--- config.mk ---
export PLATFORM = sky130hd
export DESIGN_NAME = vec_irq_remap
export DESIGN_NICKNAME = d
export VERILOG_FILES = /design/src/rtl/irq_remap_pkg.sv /design/src/rtl/irq_freeze_reg.sv /design/src/rtl/irq_prio_enc.sv /design/src/rtl/vec_addr_sub.sv /design/src/rtl/vec_irq_remap.sv
export SDC_FILE = /design/constraint.sdc
export NUM_CORES = 1
export LEC_CHECK = 0
export BUFFER_PORTS_ARGS = -buffer_cell sky130_fd_sc_hd__buf_2
export CAP_MARGIN = 40
export CORE_AREA = 5 5 46 48
export DETAILED_ROUTE_END_ITERATION = 7
export DIE_AREA = 0 0 51 53
export GPL_ROUTABILITY_DRIVEN = 0
export PLACE_DENSITY = 0.7
export RECOVER_POWER = 50
export SYNTH_ARGS = -nofsm -noshare
export SYNTH_HDL_FRONTEND = slang
export SYNTH_SLANG_ARGS = --single-unit
--- constraint.sdc ---
create_clock -name clk -period 1.3 [get_ports clk]
set_clock_uncertainty 0.05 [all_clocks]
set_input_delay 0 -clock clk [delete_from_list [all_inputs] [get_ports clk]]
set_output_delay 0 -clock clk [all_outputs]
set_load 0.02 [all_outputs]
--- src/rtl/irq_remap_pkg.sv ---
package irq_remap_pkg;
   // slot index of a level inside the vector table: top level sits lowest
   function automatic int unsigned slot_of(input int unsigned lvl, input int unsigned nlvl);
      return nlvl - 1 - lvl;
   endfunction
endpackage

--- src/rtl/irq_freeze_reg.sv ---
module irq_freeze_reg #(
   parameter int NUM_LVL = 8
) (
   input  logic               clk,
   input  logic               rst_n,
   input  logic               hold,
   input  logic [NUM_LVL-1:0] req_i,
   output logic [NUM_LVL-1:0] req_q
);
   always_ff @(posedge clk or negedge rst_n) begin
      if (!rst_n)     req_q <= '0;
      else if (!hold) req_q <= req_i;
   end
endmodule

--- src/rtl/irq_prio_enc.sv ---
module irq_prio_enc #(
   parameter int NUM_LVL = 8,
   localparam int LVL_W = $clog2(NUM_LVL)
) (
   input  logic [NUM_LVL-1:0] req,
   output logic [LVL_W-1:0]   level,
   output logic               valid
);
   always_comb begin
      level = '0;
      valid = 1'b0;
      for (int i = 0; i < NUM_LVL; i++) begin
         if (req[i]) begin
            level = LVL_W'(i);
            valid = 1'b1;
         end
      end
   end
endmodule

--- src/rtl/vec_addr_sub.sv ---
module vec_addr_sub #(
   parameter int ADDR_W  = 16,
   parameter int NUM_LVL = 8,
   localparam int LVL_W = $clog2(NUM_LVL)
) (
   input  logic [ADDR_W-1:0] addr_i,
   input  logic              vp_n,
   input  logic [LVL_W-1:0]  level,
   input  logic              valid,
   output logic [ADDR_W-1:0] addr_o
);
   logic irq_fetch;
   logic [LVL_W-1:0] slot;

   assign irq_fetch = !vp_n && addr_i[2] && addr_i[1];
   assign slot      = LVL_W'(irq_remap_pkg::slot_of(int'(level), NUM_LVL));

   always_comb begin
      addr_o = addr_i;
      if (irq_fetch && valid) begin
         addr_o[LVL_W+1] = 1'b0;
         addr_o[LVL_W:1] = slot;
      end
   end
endmodule

--- src/rtl/vec_irq_remap.sv ---
module vec_irq_remap #(
   parameter int ADDR_W  = 16,
   parameter int NUM_LVL = 8,
   localparam int LVL_W = $clog2(NUM_LVL)
) (
   input  logic               clk,
   input  logic               rst_n,
   input  logic [ADDR_W-1:0]  addr_i,
   input  logic               vp_n,
   input  logic [NUM_LVL-1:0] irq_n,
   output logic [ADDR_W-1:0]  addr_o,
   output logic               cpu_irq_n
);
   generate
      if (NUM_LVL < 2 || (1 << LVL_W) != NUM_LVL) begin : g_bad_lvl
         $error("NUM_LVL must be a power of two of at least 2");
      end
      if (ADDR_W < LVL_W + 3) begin : g_bad_addr
         $error("ADDR_W too narrow for the vector table");
      end
   endgenerate

   logic [NUM_LVL-1:0] frz_req;
   logic [LVL_W-1:0]   level;
   logic               valid;

   assign cpu_irq_n = &irq_n;

   irq_freeze_reg #(.NUM_LVL(NUM_LVL)) frz_i (
      .clk(clk), .rst_n(rst_n), .hold(!vp_n), .req_i(~irq_n), .req_q(frz_req));

   irq_prio_enc #(.NUM_LVL(NUM_LVL)) enc_i (
      .req(frz_req), .level(level), .valid(valid));

   vec_addr_sub #(.ADDR_W(ADDR_W), .NUM_LVL(NUM_LVL)) sub_i (
      .addr_i(addr_i), .vp_n(vp_n), .level(level), .valid(valid), .addr_o(addr_o));
endmodule

* Word level (Yosys, flattened, before mapping)
Cells that the tools add are included.
** Storage, ports and cells
- Logic and storage cells :: 24
- Register bits after elaboration :: 8
- Memory bits (writable) :: 0
- ROM bits :: 0
- Output and inout port bits :: 17
- Bits of input ports :: 27
- Latch bits :: 0
- Memories :: 0
** Cells by class
- Multiplexer cells :: 16
- Shift-type cells :: 0
- Reduce and logical (&&, ||, !) cells :: 5
- $add $sub $neg :: 1
- Equal/unequal tests :: 0
- Order comparisons :: 0
- Divide/modulo/power cells :: 0
- Multiply operators :: 0
- Bitwise logic cells :: 1
** Operator list (number)
- 3-bit 2-to-1 mux :: 4
- 1-bit 2-to-1 mux :: 9
- 8-bit NOT :: 1
- 8-bit AND reduction :: 1
- 2-bit 2-to-1 mux :: 2
- 4-bit 2-to-1 mux :: 1
- 1-bit logical AND :: 3
- 3-bit subtractor, first input constant :: 1
- 1-bit zero test :: 1

* Depth between registers and ports, before layout
- Depth after elaboration :: 10
- Gate-level depth with buffers :: 5
- Gate-level depth less buffers :: 4

* Modules after synthesis
Synthesis repeated with hierarchy kept, for this count alone.
** Second synthesis, totals
- Cells, all modules :: 62
- Area total of the unflattened synthesis :: 586.8 um^2
** By module, submodules not included
- irq_freeze_reg :: times used 1, area each 331.6 um^2, cells an instance 17
- vec_addr_sub :: times used 1, area each 147.6 um^2, cells an instance 21
- irq_prio_enc :: times used 1, area each 57.6 um^2, cells an instance 12
- vec_irq_remap :: times used 1, area each 50.0 um^2, cells an instance 12

* Worst setup path before layout
Ideal clock, no wire load.
- Path kind :: flip-flop to output port
- Start :: register frz_i.req_q[4]
- End :: output addr_o[1]
- Path slack :: -0.306 ns
- Path buffers :: 0
- Stages on the path, launching flop included :: 4
- Data required time :: 1.250 ns
- Arrival time :: 1.556 ns
- Cells stage by stage :: dfrtp_1 -> or4_4 -> or2_1 -> a31oi_1
** Between the ends
- Word-level cells in the longest chain between the ends :: 6
- Elaborated cells between the ends (all ways) :: 11
- Classes of those cells :: 1 x add/sub; 9 x mux; 1 x reduce/logical
** Ends and longest elaborated chain
- from (decl) :: RTL line irq_freeze_reg.sv:8 : output logic [NUM_LVL-1:0] req_q
- from (signal assigned) :: RTL line irq_freeze_reg.sv:12 : else if (!hold) req_q <= req_i;
- 3-bit 2-to-1 mux / 1-bit 2-to-1 mux (equally long branches) (4 in series) :: RTL line irq_prio_enc.sv:13 : if (req[i]) begin
- 3-bit subtractor / 1-bit logical AND (equally long branches) :: RTL line irq_remap_pkg.sv:4, vec_addr_sub.sv:20
- 4-bit 2-to-1 mux (*) :: RTL line vec_addr_sub.sv:20 : if (irq_fetch && valid) begin
- to (decl) :: RTL line vec_irq_remap.sv:11 : output logic [ADDR_W-1:0] addr_o,
Mark *: on every way between the ends. The rest lies on a longest branch, timed or not.

* Worst setup path in the final report
- Start :: register frz_i.req_q[7]
- End :: output addr_o[1]
** Between the ends
- Word-level cells in the longest chain between the ends :: 3
- Elaborated cells between the ends (all ways) :: 5
- Classes of those cells :: 1 x add/sub; 3 x mux; 1 x reduce/logical
** Ends and longest elaborated chain (RTL line)
- 3-bit 2-to-1 mux / 1-bit 2-to-1 mux (equally long branches) :: irq_prio_enc.sv:13
- 3-bit subtractor / 1-bit logical AND (equally long branches) :: irq_remap_pkg.sv:4, vec_addr_sub.sv:20
- 4-bit 2-to-1 mux (*) :: vec_addr_sub.sv:20
Marked as above.

==> results.json <==
{
  "power_mw": 0.745,
  "worstSetupPathType": "reg2out",
  "io_pins": 44,
  "wl_per_cell_um": 11.8,
  "cp.arrival_ns": 1.69,
  "maxCapViolations": 0,
  "synth_seq_area_share_pct": 39.6,
  "drtPass1Iterations": 2,
  "regMostFlops": "frz_i.req_q",
  "drive_above_1_share_pct": 39.0,
  "vias": 556,
  "setup_viol_count_final": 4,
  "tns_ns": -1.32,
  "synth_area_um2": 505,
  "die_h_um": 53,
  "largest_reg_flops": 8,
  "report.final.slew_viol_count": 0,
  "initial_utilization_pct": 30.3,
  "netlist_instances": 60,
  "die-area_mm2": 0.00270,
  "cts_buffers": 3,
  "max-vdd-ir-drop_mv": 0.514,
  "p_leak_nw": 0.420,
  "grt_max_degree": 16,
  "rows": 15,
  "dpl-instance-area_um2": 621,
  "grt_use_total_pct": 10.8,
  "htreeDepth": 1,
  "post-route-util_pct": 54.7,
  "holdCritStartpoint": "vp_n",
  "timing.fmax_mhz": 575,
  "period_needed_ns": 1.74,
  "wl_um": 1380,
  "diodes": 0,
  "hold_slack_ns": 0.108,
  "grt_pass1_vias": 538,
  "finalCritPeriodShare_pct": 134,
  "tritoncts": "yes",
  "cts-root-buf": "clkbuf_4",
  "syn_nets": 87,
  "via_per_inst": 4.75,
  "grt_pass1_wl_um": 2160,
  "hold_path.class": "in2reg",
  "ys_seq_elements": 8,
  "core_mm2": 0.00167,
  "startpoint": "frz_i.req_q[7]",
  "power_density_mw_per_mm2": 815,
  "required_ns": 1.25,
  "chipWidth_um": 51,
  "cts.path.max_buffers": 2,
  "synth_cell_type_count": 19,
  "cts.sinks": 8,
  "met3_length_um": 146,
  "insertion_delay_ns": 0.26,
  "dp_hpwl_um": 965,
  "top_regs": "frz_i.req_q (8)",
  "cp_max_fo": 2,
  "yosysWarnings": 0,
  "syn_avg_cell_area_um2": 8.42,
  "rsz0062_at_grt": "yes",
  "top_layer": "met4",
  "drt-met1-wl_um": 527,
  "startpoint_type": "flip-flop",
  "reg2reg_from": "frz_i.req_q[7]",
  "portBuffers": 19,
  "worst_pin_slew_ns": 0.417,
  "dr.first_iter.drc_count": 1,
  "hold_viol_final": 0,
  "path_clk_slew_ns": 0.06,
  "status": "finished, violations left",
  "relSlewSlack_pct": 72.2,
  "setup_ws_ns": -0.438,
  "overflow": 0,
  "end_kind": "output pin",
  "violations": "setup timing",
  "antenna_found_initial": 0,
  "drc": 0,
  "final_nets": 129,
  "fillers": 154,
  "wl_met2_um": 680,
  "drt.antenna.violating_nets": 0,
  "postLayoutCellArea_um2": 913,
  "areaGrowthSynthToFinish_pct": 80.7
}
## cell families after synthesis
group	count (synthesis)	share of synthesized area [%]
simple gates	19	19.1
buf+inv	18	22.3
compound gates	13	15.1
flops	8	39.6
mux	2	3.96
## layer usage
metal / GRT usage (%) / vias up
met5: 0 / -
met4: 5.38 / 0
met3: 3.38 / 3
met2: 18.9 / 31
met1: 11.8 / 252
li1: - / 270
## Yosys cell counts
cell	instances	area share (%)
or4_4	1	2.2
inv_1	4	3.0
nor2_1	9	6.7
dfrtp_1	8	40
o311ai_0	1	1.7
o31a_1	1	1.7
nor2b_1	1	1.2
a31oi_1	1	1.2
mux2i_1	2	4.0
or2_1	1	1.2
a21oi_1	9	8.9
and2_1	1	1.2
nor3_1	2	2.0
nand2_1	1	0.74
a21boi_1	1	1.5
clkbuf_1	2	1.5
nand4_1	2	2.5
buf_4	12	18
nand2b_1	1	1.2
## timing repair
| item | in CTS | in global routing |
|---|---|---|
| gates resized for setup | 9 | 4 |
| endpoints found under the setup margin | 4 | 4 |
| pin swaps | 5 | 2 |
| setup buffers | 2 | 0 |
| hold buffers | 21 | 0 |
| endpoints found under the hold margin | 28 | 0 |
## placed cells by master, fill, tap and decap left out, types with 2 or more instances in the layout
cell,count
inv_1,4
buf_6,4
buf_4,11
mux2i_1,2
nor2_1,8
a21oi_1,8
nand4_1,2
buf_2,13
clkbuf_4,3
dfrtp_1,8
clkbuf_1,2
dlygate4sd3_1,21
## layout make-up
class	count	area [um^2]	area share (%)
Timing Repair Buffer	51	410	44.9
Multi-Input combinational cell	34	244	26.7
Sequential cell	8	200	21.9
Clock buffer	3	22.5	2.47
Tap cell	17	21.3	2.33
Inverter	4	15.0	1.64
## final timing paths
check | cells after the start | end | slack [ns]
worst max-delay path | 4 | addr_o[1] | -0.44
worst min-delay path | 3 | frz_i.req_q[3] | 0.11
worst max register to register | 4 | frz_i.req_q[7] | 0.40
worst min register to register | 2 | frz_i.req_q[0] | 0.47
max in group asynchronous | 2 | frz_i.req_q[5] | 0.78
min in group asynchronous | 2 | frz_i.req_q[2] | 0.12
## through the flow
stage | cells | worst slack, ns
floorplan | 60 | -0.169
global placement | 91 | -0.237
detailed placement | 91 | -0.247
CTS | 117 | -0.465
global route | 117 | -0.500
finish | 117 | -0.438
## power breakdown
group | leakage, nW | total, mW | internal, mW | switching, mW
registers | 0.0901 | 0.286 | 0.272 | 0.0138
clock network | 0.0138 | 0.192 | 0.106 | 0.0861
logic | 0.317 | 0.266 | 0.142 | 0.124
## critical path, stage by stage, from the launching register on
cell and delay, ns:
dfrtp_1 0.37, or4_4 0.53, or2_4 0.27, a31oi_4 0.13
buf_6 0.13
Note: power is estimated with default switching activity, not from simulation.
